<file path="src/rtl/ppi_pkg.sv">
package ppi_pkg;
  localparam int PW = 8;
  localparam int AW = 2;
  localparam int NGRP = 2;
  localparam int IDXW = $clog2(PW);

  localparam logic [AW-1:0] ADDR_PA  = 2'd0;
  localparam logic [AW-1:0] ADDR_PB  = 2'd1;
  localparam logic [AW-1:0] ADDR_PC  = 2'd2;
  localparam logic [AW-1:0] ADDR_CTL = 2'd3;

  typedef struct packed {
    logic [1:0] a_mode;
    logic       a_in;
    logic       cu_in;
    logic       b_mode;
    logic       b_in;
    logic       cl_in;
  } mode_t;

  localparam mode_t MODE_RST = '{a_mode: 2'b00, a_in: 1'b1, cu_in: 1'b1,
                                 b_mode: 1'b0, b_in: 1'b1, cl_in: 1'b1};
endpackage

</file>
<file path="src/rtl/ppi_hs_unit.sv">
module ppi_hs_unit #(
  parameter int W = 8
) (
  input  logic         clk_i,
  input  logic         rst_ni,
  input  logic         clr_i,
  input  logic         strobed_i,
  input  logic         dir_in_i,
  input  logic [W-1:0] pins_i,
  input  logic         stb_ni,
  input  logic         ack_ni,
  input  logic         inte_i,
  input  logic         host_rd_i,
  input  logic         host_wr_i,
  input  logic [W-1:0] wdata_i,
  output logic [W-1:0] out_q_o,
  output logic [W-1:0] in_q_o,
  output logic         ibf_o,
  output logic         obf_no,
  output logic         intr_o
);
  logic hs_line, hs_prev, hs_fall, hs_rise;
  logic ibf_q, obf_n_q, intr_q;
  logic [W-1:0] out_q, in_q;

  assign hs_line = dir_in_i ? stb_ni : ack_ni;
  assign hs_fall = hs_prev & ~hs_line;
  assign hs_rise = ~hs_prev & hs_line;

  always_ff @(posedge clk_i or negedge rst_ni) begin
    if (!rst_ni) begin
      out_q   <= '0;
      in_q    <= '0;
      ibf_q   <= 1'b0;
      obf_n_q <= 1'b1;
      intr_q  <= 1'b0;
      hs_prev <= 1'b1;
    end else begin
      hs_prev <= hs_line;
      if (clr_i) begin
        out_q   <= '0;
        ibf_q   <= 1'b0;
        obf_n_q <= 1'b1;
        intr_q  <= 1'b0;
      end else begin
        if (host_wr_i) out_q <= wdata_i;
        if (strobed_i && dir_in_i) begin
          if (host_rd_i) begin
            ibf_q  <= 1'b0;
            intr_q <= 1'b0;
          end
          if (hs_fall) begin
            in_q  <= pins_i;
            ibf_q <= 1'b1;
          end
          if (hs_rise && ibf_q && inte_i) intr_q <= 1'b1;
        end else if (strobed_i) begin
          if (host_wr_i) begin
            obf_n_q <= 1'b0;
            intr_q  <= 1'b0;
          end
          if (hs_fall) obf_n_q <= 1'b1;
          if (hs_rise && obf_n_q && inte_i && !host_wr_i) intr_q <= 1'b1;
        end
      end
    end
  end

  assign out_q_o = out_q;
  assign in_q_o  = in_q;
  assign ibf_o   = ibf_q;
  assign obf_no  = obf_n_q;
  assign intr_o  = intr_q & inte_i;

  assert_ibf_on_strobe_R7: assert property (@(posedge clk_i) disable iff (!rst_ni)
    strobed_i && dir_in_i && hs_fall && !clr_i |=> ibf_o);
  assert_ibf_source_R7: assert property (@(posedge clk_i) disable iff (!rst_ni)
    $rose(ibf_o) |-> $past(hs_fall));
  assert_read_clears_R9: assert property (@(posedge clk_i) disable iff (!rst_ni)
    strobed_i && dir_in_i && host_rd_i && !hs_fall |=> !ibf_o && !intr_q);
  assert_obf_on_write_R10: assert property (@(posedge clk_i) disable iff (!rst_ni)
    strobed_i && !dir_in_i && host_wr_i && !clr_i |=> !obf_no);
  assert_clear_idle_R5: assert property (@(posedge clk_i) disable iff (!rst_ni)
    clr_i |=> obf_no && !ibf_o && !intr_q);
endmodule

</file>
<file path="src/rtl/ppi_pc_map.sv">
module ppi_pc_map (
  input  logic       a_strobed_i,
  input  logic       a_in_i,
  input  logic       cu_in_i,
  input  logic       b_strobed_i,
  input  logic       b_in_i,
  input  logic       cl_in_i,
  input  logic [7:0] pc_q_i,
  input  logic [7:0] pc_i,
  input  logic       ibf_a_i,
  input  logic       obf_a_ni,
  input  logic       intr_a_i,
  input  logic       ibf_b_i,
  input  logic       obf_b_ni,
  input  logic       intr_b_i,
  output logic [7:0] pc_o,
  output logic [7:0] pc_oe_o,
  output logic [7:0] pc_rd_o
);
  always_comb begin
    pc_o    = pc_q_i;
    pc_oe_o = {{4{~cu_in_i}}, {4{~cl_in_i}}};
    if (a_strobed_i) begin
      pc_oe_o[3] = 1'b1;
      pc_o[3]    = intr_a_i;
      if (a_in_i) begin
        pc_oe_o[5] = 1'b1;
        pc_o[5]    = ibf_a_i;
        pc_oe_o[4] = 1'b0;
      end else begin
        pc_oe_o[7] = 1'b1;
        pc_o[7]    = obf_a_ni;
        pc_oe_o[6] = 1'b0;
      end
    end
    if (b_strobed_i) begin
      pc_oe_o[0] = 1'b1;
      pc_o[0]    = intr_b_i;
      pc_oe_o[1] = 1'b1;
      pc_o[1]    = b_in_i ? ibf_b_i : obf_b_ni;
      pc_oe_o[2] = 1'b0;
    end
    for (int i = 0; i < 8; i++) pc_rd_o[i] = pc_oe_o[i] ? pc_o[i] : pc_i[i];
    // handshake input positions read back their enable latch bit
    if (a_strobed_i) begin
      if (a_in_i) pc_rd_o[4] = pc_q_i[4];
      else        pc_rd_o[6] = pc_q_i[6];
    end
    if (b_strobed_i) pc_rd_o[2] = pc_q_i[2];
  end
endmodule

</file>
<file path="src/rtl/par_port_ctrl.sv">
module par_port_ctrl
  import ppi_pkg::*;
(
  input  logic          clk_i,
  input  logic          rst_ni,
  input  logic          cs_ni,
  input  logic          rd_ni,
  input  logic          wr_ni,
  input  logic [AW-1:0] addr_i,
  input  logic [PW-1:0] wdata_i,
  output logic [PW-1:0] rdata_o,
  input  logic [PW-1:0] pa_i,
  output logic [PW-1:0] pa_o,
  output logic [PW-1:0] pa_oe_o,
  input  logic [PW-1:0] pb_i,
  output logic [PW-1:0] pb_o,
  output logic [PW-1:0] pb_oe_o,
  input  logic [PW-1:0] pc_i,
  output logic [PW-1:0] pc_o,
  output logic [PW-1:0] pc_oe_o
);
  mode_t         mode_q;
  logic [PW-1:0] pc_q, pc_rd;
  logic          wr_stb, rd_stb, mode_wr, bsr_wr, pc_wr;
  logic          a_strobed, b_strobed;

  logic [NGRP-1:0] g_strobed, g_in, g_stb_n, g_ack_n, g_inte, g_rd, g_wr;
  logic [NGRP-1:0] g_ibf, g_obf_n, g_intr;
  logic [PW-1:0]   g_pins [NGRP];
  logic [PW-1:0]   g_out  [NGRP];
  logic [PW-1:0]   g_inq  [NGRP];
  logic [PW-1:0]   g_rdv  [NGRP];

  assign wr_stb  = ~cs_ni & ~wr_ni;
  assign rd_stb  = ~cs_ni & ~rd_ni;
  assign mode_wr = wr_stb && addr_i == ADDR_CTL && wdata_i[7];
  assign bsr_wr  = wr_stb && addr_i == ADDR_CTL && !wdata_i[7];
  assign pc_wr   = wr_stb && addr_i == ADDR_PC;

  always_ff @(posedge clk_i or negedge rst_ni) begin
    if (!rst_ni) begin
      mode_q <= MODE_RST;
      pc_q   <= '0;
    end else begin
      if (mode_wr) begin
        mode_q <= mode_t'(wdata_i[6:0]);
        pc_q   <= '0;
      end else if (pc_wr) begin
        pc_q <= wdata_i;
      end else if (bsr_wr) begin
        pc_q[wdata_i[IDXW:1]] <= wdata_i[0];
      end
    end
  end

  assign a_strobed = |mode_q.a_mode;
  assign b_strobed = mode_q.b_mode;

  assign g_strobed = {b_strobed, a_strobed};
  assign g_in      = {mode_q.b_in, mode_q.a_in};
  assign g_stb_n   = {pc_i[2], pc_i[4]};
  assign g_ack_n   = {pc_i[2], pc_i[6]};
  assign g_inte    = {pc_q[2], mode_q.a_in ? pc_q[4] : pc_q[6]};
  assign g_rd      = {rd_stb && addr_i == ADDR_PB, rd_stb && addr_i == ADDR_PA};
  assign g_wr      = {wr_stb && addr_i == ADDR_PB, wr_stb && addr_i == ADDR_PA};
  assign g_pins[0] = pa_i;
  assign g_pins[1] = pb_i;

  for (genvar g = 0; g < NGRP; g++) begin : g_grp
    ppi_hs_unit #(.W(PW)) u_hs (
      .clk_i     (clk_i),
      .rst_ni    (rst_ni),
      .clr_i     (mode_wr),
      .strobed_i (g_strobed[g]),
      .dir_in_i  (g_in[g]),
      .pins_i    (g_pins[g]),
      .stb_ni    (g_stb_n[g]),
      .ack_ni    (g_ack_n[g]),
      .inte_i    (g_inte[g]),
      .host_rd_i (g_rd[g]),
      .host_wr_i (g_wr[g]),
      .wdata_i   (wdata_i),
      .out_q_o   (g_out[g]),
      .in_q_o    (g_inq[g]),
      .ibf_o     (g_ibf[g]),
      .obf_no    (g_obf_n[g]),
      .intr_o    (g_intr[g])
    );
    assign g_rdv[g] = !g_in[g]    ? g_out[g] :
                      g_strobed[g] ? g_inq[g] : g_pins[g];
  end

  ppi_pc_map u_pc_map (
    .a_strobed_i (a_strobed),
    .a_in_i      (mode_q.a_in),
    .cu_in_i     (mode_q.cu_in),
    .b_strobed_i (b_strobed),
    .b_in_i      (mode_q.b_in),
    .cl_in_i     (mode_q.cl_in),
    .pc_q_i      (pc_q),
    .pc_i        (pc_i),
    .ibf_a_i     (g_ibf[0]),
    .obf_a_ni    (g_obf_n[0]),
    .intr_a_i    (g_intr[0]),
    .ibf_b_i     (g_ibf[1]),
    .obf_b_ni    (g_obf_n[1]),
    .intr_b_i    (g_intr[1]),
    .pc_o        (pc_o),
    .pc_oe_o     (pc_oe_o),
    .pc_rd_o     (pc_rd)
  );

  assign pa_o    = g_out[0];
  assign pb_o    = g_out[1];
  assign pa_oe_o = {PW{~mode_q.a_in}};
  assign pb_oe_o = {PW{~mode_q.b_in}};

  always_comb begin
    rdata_o = '0;
    if (rd_stb) begin
      unique case (addr_i)
        ADDR_PA: rdata_o = g_rdv[0];
        ADDR_PB: rdata_o = g_rdv[1];
        ADDR_PC: rdata_o = pc_rd;
        default: rdata_o = '0;
      endcase
    end
  end

  assert_bsr_single_bit_R4: assert property (@(posedge clk_i) disable iff (!rst_ni)
    bsr_wr |=> ((pc_q ^ $past(pc_q)) & ~(PW'(1) << $past(wdata_i[IDXW:1]))) == '0);
  assert_mode_clears_R5: assert property (@(posedge clk_i) disable iff (!rst_ni)
    mode_wr |=> pa_o == '0 && pb_o == '0 && pc_q == '0);
  assert_deselect_holds_R1: assert property (@(posedge clk_i) disable iff (!rst_ni)
    cs_ni |=> $stable(mode_q) && $stable(pc_q));
endmodule

</file>
<file path="config.mk">
export PLATFORM = sky130hd
export DESIGN_NAME = par_port_ctrl
export DESIGN_NICKNAME = d
export VERILOG_FILES = /design/src/rtl/ppi_pkg.sv /design/src/rtl/ppi_hs_unit.sv /design/src/rtl/ppi_pc_map.sv /design/src/rtl/par_port_ctrl.sv
export SDC_FILE = /design/constraint.sdc
export NUM_CORES = 1
export LEC_CHECK = 0
export BUFFER_PORTS_ARGS = -buffer_cell sky130_fd_sc_hd__buf_2
export CAP_MARGIN = 10
export CORE_MARGIN = 4
export CORE_UTILIZATION = 30
export CTS_CLUSTER_DIAMETER = 100
export CTS_CLUSTER_SIZE = 28
export DETAILED_ROUTE_END_ITERATION = 8
export GPL_ROUTABILITY_DRIVEN = 0
export PLACE_DENSITY = 0.48
export SETUP_SLACK_MARGIN = 0.5
export SLEW_MARGIN = 20
export SYNTH_ARGS = -nofsm -noshare
export SYNTH_HDL_FRONTEND = slang
export SYNTH_HIERARCHICAL = 1
export SYNTH_SLANG_ARGS = --single-unit
</file>
<file path="constraint.sdc">
create_clock -name clk_i -period 2.2 [get_ports clk_i]
set_clock_uncertainty 0.1 [all_clocks]
set_input_delay 0.11 -clock clk_i [delete_from_list [all_inputs] [get_ports clk_i]]
set_output_delay 0.11 -clock clk_i [all_outputs]
set_load 0.005 [all_outputs]
</file>
==> impl_metrics.env, run 1 <==
export IMPL_outcome="complete, but fails checks"
export IMPL_violations="setup timing"
export IMPL_power_density_mw_per_mm2=871
export IMPL_drive_above_1_share_pct=43.4
export IMPL_critPathRequiredTime_ns=1.99
export IMPL_dp_hpwl_um=8340
export IMPL_core_rowCount=40
export IMPL_finalSetupViolCount=4
export IMPL_cp_arrival_ns=2.15
export IMPL_syn_inst=356
export IMPL_drv_slew=0
export IMPL_ant_nets=0
export IMPL_grtUsageMet1_pct=22.1
export IMPL_mostFrequentLayoutCell="buf_2"
export IMPL_r2r_start="g_in[0]"
export IMPL_cts_tree="built"
export IMPL_vias_per_cell=5.13
export IMPL_grt_antenna_before_repair=0
export IMPL_grtUsageMet2_pct=24.8
export IMPL_hold_depth=2
export IMPL_cp_max_fo=4
export IMPL_async_flop_share_pct=100
export IMPL_total_power_mw=4.21
export IMPL_die_w_um=119
export IMPL_rrSetupSlack_ns=0.39
export IMPL_peakVddDrop_mv=0.381
export IMPL_cts_root_buf="clkbuf_16"
export IMPL_n_antenna_cell=0
export IMPL_fin_crit_sh_pct=107
export IMPL_synthesis_area_sq_mm=0.00367
export IMPL_synth_top_area_share_pct=32.1
export IMPL_dpl_cell_count=576
export IMPL_syn_area_per_cell_sq_um=10.3
export IMPL_drt_iter0_drc=137
export IMPL_io_buffers=94
export IMPL_yosysTopAreaCell="dfrtp_1"
export IMPL_post_route_util_pct=40.3
export IMPL_clk_latency_ns=0.29
export IMPL_overflow=0
export IMPL_grtUsageTotal_pct=15.6
export IMPL_hold_path_class="in2reg"
export IMPL_synthesis_nets=395
export IMPL_finalNonFillerCells=617
export IMPL_routed_wl_um=11400
export IMPL_io_pins=95
export IMPL_hold_viol_final=0
export IMPL_grt_use_met3_pct=2.92
export IMPL_grt_busiest_layer="met2"
export IMPL_reg2regPathDepth=5
export IMPL_clock_fmax_mhz=424
export IMPL_rsz0062_at_grt="yes"
export IMPL_timing_final_ws_setup_ns=-0.158
export IMPL_tightestPinTransition_ns=0.594
export IMPL_firstDrtPassIters=4
export IMPL_drc=0
export IMPL_cts_sinks=55
export IMPL_pre_cts_ws_ns=0.133
export IMPL_yosys_warnings=6
export IMPL_yosysUniqueCellTypes=53
export IMPL_die_area_sq_mm=0.0141
export IMPL_yosysSeqAreaShare_pct=37.8
export IMPL_cts_buffer_depth=2
export IMPL_clk_pin_slew_ns=0.07
export IMPL_avgRoutedWirePerCell_um=18.5
export IMPL_grt_pass1_vias=3025
export IMPL_crit_reg2reg_capture="g_grp[0].u_hs/in_q_o[4]"
export IMPL_worstSetupStartpointType="flip-flop"
export IMPL_p_leak_nw=2.26
export IMPL_timing_slew_headroom_pct=60.4
export IMPL_syn2layout_area_growth_pct=31.8
export IMPL_numCtsBuffers=5
export IMPL_start_util_pct=30.5
export IMPL_cp_end_kind="output port"
export IMPL_die_y_um=119
export IMPL_grt_pass1_wl_um=17500
export IMPL_synthTopCellsByArea="dfrtp_1 32%, mux2i_1 7.6%, dfstp_2 5.7%"
export IMPL_fin_crit_ns=2.36
export IMPL_htree_levels=2
export IMPL_hp_start="pc_i[4]"
export IMPL_criticalPathCategory="reg2out"
export IMPL_fp_coreArea_sq_mm=0.0120
export IMPL_finalNetCount=508
export IMPL_holdPathEnd="g_grp[0].u_hs/hs_prev"
export IMPL_ys_flop_type="dfrtp_1"
export IMPL_num_vias=3163
export IMPL_mostFrequentLayoutCells="94 x buf_2, 46 x dfrtp_1, 32 x nor2_1"
export IMPL_grt_max_degree=24
export IMPL_drv_cap=0
export IMPL_ys_ff_latch=55
export IMPL_synth_edff_count=0
logic make-up after synthesis:
group / synth area share [%]
and+or+nand+nor: 19.3
buffers and inverters: 8.70
AOI/OAI and AO/OA: 14.1
DFF: 37.8
muxes: 20.1
critical path: stages, from the launching register on:
cell,delay (ns)
dfstp_2,0.57
o21ai_2,0.07
and2_1,0.13
mux2_4,0.27
mux2_4,0.26
and2_4,0.15
o311a_1,0.29
buf_2,0.13
synth_stat cells (3+ instances only):
cell type / number
mux2i_1: 28
mux2_4: 11
dfstp_2: 8
a21oi_1: 8
clkbuf_1: 8
nor3b_1: 3
dfrtp_1: 47
inv_1: 15
o21ai_1: 11
o311a_1: 9
buf_4: 19
mux2_1: 11
and2_1: 10
or3b_1: 10
nand2b_1: 6
a311oi_1: 8
nand3b_1: 4
nand2_1: 16
mux2_2: 15
nand3_1: 7
buf_2: 11
a31oi_1: 3
o21ai_0: 7
o221ai_1: 10
nor2_1: 32
worst max path at each step:
| stage | cells past startpoint | slack [ns] | end | startpoint |
|---|---|---|---|---|
| 3_5_place_dp | 7 | 0.13 | rdata_o[3] | g_in[0] |
| 5_1_grt | 7 | -0.22 | rdata_o[3] | g_in[0] |
| 3_3_place_gp | 7 | 0.13 | rdata_o[3] | g_in[0] |
| 2_1_floorplan | 7 | 0.11 | rdata_o[3] | g_in[0] |
| 4_1_cts | 7 | -0.18 | rdata_o[4] | g_in[0] |
| 6_report | 7 | -0.16 | rdata_o[3] | g_in[0] |
layout make-up:
| class | instances | area (sq um) |
|---|---|---|
| clock buffer | 7 | 133 |
| clock inverter | 1 | 30.0 |
| fill | 1232 | 7180 |
| inverter | 15 | 56.3 |
| multi-input combinational | 245 | 2080 |
| sequential | 55 | 1390 |
| tap | 147 | 184 |
| timing repair buffer | 147 | 967 |
through the flow:
stage	cell area, sq um	setup TNS (ns)	hold slack, ns
after floorplan	3690	0	-0.286
after global placement	4250	0	0.0594
after detailed placement	4250	0	0.0566
after CTS	4690	-0.523	0.0171
after global routing	4840	-0.786	0.0197
final	4840	-0.471	0.0196
routing by layer:
layer	up-vias	part of all wire (%)
met1	1553	48
met5	-	0
met2	92	47
met4	0	1.1
li1	1509	-
met3	9	4.6
registers in the layout (all words and copies together), names as in the netlist:
signal / flops
g_in: 2
g_grp.u_hs/obf_no: 2
g_grp.u_hs/ibf_o: 2
g_grp.u_hs/out_q_o: 16
pc_q: 8
g_grp.u_hs/hs_prev: 2
mode_q: 4
g_grp.u_hs/intr_q: 2
g_grp.u_hs/in_q_o: 16
b_strobed: 1
power breakdown:
| part | total (mW) | leakage, nW | internal [mW] | switching [mW] |
|---|---|---|---|---|
| combinational | 1.73 | 1.51 | 0.915 | 0.813 |
| clock | 0.902 | 0.0781 | 0.540 | 0.363 |
| sequential | 1.58 | 0.670 | 1.34 | 0.239 |
| total | 4.21 | 2.26 | 2.80 | 1.42 |
what timing repair did:
action / in CTS / in global routing
resized for setup: 14 / 18
pin swaps: 5 / 8
gates cloned: 0 / 1
hold endpoints to repair: 33 / 0
endpoints found under the setup margin: 18 / 37
hold buffers: 17 / 0
buffers inserted: 7 / 8
(Power assumes the default switching activity.)
==> inputs of run 2 (changes only) <==
- CELL_PAD_IN_SITES_DETAIL_PLACEMENT: default -> 1
- CELL_PAD_IN_SITES_GLOBAL_PLACEMENT: default -> 1
- PLACE_DENSITY: 0.48 -> 0.61
==> run 2 against run 1 <==
The run still ends with setup timing left. Register-to-register slack gained 0.07 ns. Via count grew 0.70%. Critical path depth is the same. Sequential power is essentially flat. Critical endpoint unchanged. Final area shrank 0.34%. Setup slack lost 0.060 ns. Fmax shrank 2.5%. Global-route usage grew 2.0 points. Die area is the same. Worst hold slack lost 0.0049 ns. Power grew 1.9%.
==> impl_metrics.env, run 2 (same netlist as run 1, synthesis figures left out) <==
export IMPL_outcome="complete, but fails checks"
export IMPL_violations="setup timing"
export IMPL_clockPowerShare_pct=21.7
export IMPL_die_area_sq_mm=0.0141
export IMPL_pwr_share_comb_pct=41.1
export IMPL_avgRoutedWirePerCell_um=20.2
export IMPL_num_fill_cells=1368
export IMPL_post_route_util_pct=40.1
export IMPL_cp_end_kind="output port"
export IMPL_mostFrequentLayoutCell="buf_2"
export IMPL_power_density_mw_per_mm2=891
export IMPL_finalNetCount=501
export IMPL_cp_max_fo=3
export IMPL_fin_crit_sh_pct=110
export IMPL_setup_tns_ns=-0.599
export IMPL_grt_max_degree=36
export IMPL_dpl_cell_count=572
export IMPL_vias_per_cell=5.22
export IMPL_whs_ns=0.0147
export IMPL_n_antenna_cell=0
export IMPL_r2r_start="g_in[1]"
export IMPL_finalSetupViolCount=4
export IMPL_syn2layout_area_growth_pct=31.4
export IMPL_clk_latency_ns=0.29
export IMPL_cp_arrival_ns=2.21
export IMPL_drive_above_1_share_pct=43.4
export IMPL_ant_nets=0
export IMPL_timing_slew_headroom_pct=61.5
export IMPL_hp_start="pc_i[4]"
export IMPL_fp_coreArea_sq_mm=0.0120
export IMPL_swShare_pct=34.1
export IMPL_intPower_mw=2.83
export IMPL_overflow=0
export IMPL_timing_final_ws_setup_ns=-0.218
export IMPL_peakVddDrop_mv=0.380
export IMPL_hold_viol_final=0
export IMPL_tightestPinTransition_ns=0.578
export IMPL_drc=0
export IMPL_routed_wl_um=12300
export IMPL_grtUsageTotal_pct=17.6
export IMPL_hold_path_class="in2reg"
export IMPL_switching_power_mw=1.46
export IMPL_rsz0062_at_grt="yes"
export IMPL_drv_cap=0
export IMPL_worstSetupStartpointType="flip-flop"
export IMPL_grt_pass1_vias=3404
export IMPL_num_vias=3185
export IMPL_cts_root_buf="clkbuf_16"
export IMPL_io_pins=95
export IMPL_pre_cts_ws_ns=0.0835
export IMPL_die_y_um=119
export IMPL_crit_path_start="g_in[0]"
export IMPL_start_util_pct=30.5
export IMPL_htree_levels=2
export IMPL_p_leak_nw=2.25
export IMPL_power_frac_seq_pct=37.2
export IMPL_clock_fmax_mhz=414
export IMPL_die_w_um=119
export IMPL_clk_pin_slew_ns=0.07
export IMPL_mostFrequentLayoutCells="92 x buf_2, 46 x dfrtp_1, 32 x nor2_1"
export IMPL_cts_sinks=55
export IMPL_grt_antenna_before_repair=0
export IMPL_critPathRequiredTime_ns=1.99
export IMPL_final_area_sq_mm=0.00482
export IMPL_drv_slew=0
export IMPL_grt_pass1_wl_um=19800
export IMPL_dp_hpwl_um=8820
export IMPL_criticalPathCategory="reg2out"
export IMPL_rrSetupSlack_ns=0.46
export IMPL_total_power_mw=4.29
export IMPL_core_rowCount=40
export IMPL_cts_buffer_depth=2
export IMPL_place_area_sq_mm=0.00422
export IMPL_finalNonFillerCells=610
export IMPL_drt_iter0_drc=114
export IMPL_cts_tree="built"
export IMPL_firstDrtPassIters=4
export IMPL_io_buffers=94
export IMPL_numCtsBuffers=5
export IMPL_fin_crit_ns=2.42
==> run 2: cell types whose count changed in the layout (fill, tap and decap cells not counted), sizes merged <==
cell,before,now
clkinvlp,0,1
and3,2,1
clkbuf,7,6
buf,130,124
==> run 2: area by class of cell <==
class / instances / area [sq um] / area share (%)
tap: 147 / 184 / 3.82
inverter: 15 / 56.3 / 1.17
timing repair buffer: 141 / 938 / 19.5
clock buffer: 6 / 129 / 2.67
clock inverter: 2 / 37.5 / 0.779
multi-input combinational: 244 / 2090 / 43.3
sequential: 55 / 1390 / 28.8
==> run 2: path summary, 6_finish.rpt <==
check                                               end  cells past startpoint
worst max-delay path                         rdata_o[3]                      7
worst min-delay path              g_grp[0].u_hs/hs_prev                      2
worst max register to register  g_grp[1].u_hs/in_q_o[5]                      5
worst min register to register     g_grp[0].u_hs/obf_no                      2
max in group asynchronous                     mode_q[0]                      3
min in group asynchronous          g_grp[1].u_hs/intr_q                      2
==> run 2: power by group through the flow <==
stage	clock network, mW	logic (mW)	registers [mW]
finish	0.932	1.76	1.60
global route	0.990	1.93	1.65
CTS	0.962	1.70	1.59
detailed placement	0	1.46	1.62
global placement	0	1.43	1.61
floorplan	0	1.04	1.55
==> run 2: per-layer routing <==
| metal | wire length [um] | track usage, % | up-vias | share of wire (%) |
|---|---|---|---|---|
| met5 | 0 | 0 | - | 0 |
| met4 | 93 | 3.26 | 0 | 0.75 |
| met3 | 359 | 1.91 | 9 | 2.9 |
| met2 | 6110 | 30.2 | 71 | 50 |
| met1 | 5760 | 24.2 | 1616 | 47 |
| li1 | - | - | 1489 | - |
==> run 2: repair_timing <==
item,in CTS,in global routing
resized for setup,27,13
pin swaps,2,8
endpoints found under the hold margin,32,0
setup buffers,9,4
hold buffers,17,0
endpoints found under the setup margin,11,26
==> run 2: critical path, cell delays in order, from the launching register on <==
cell,delay (ns)
dfstp_2,0.56
o21ai_2,0.07
and2_4,0.13
mux2_4,0.26
mux2_4,0.26
and2_4,0.15
o311a_1,0.34
buf_2,0.13
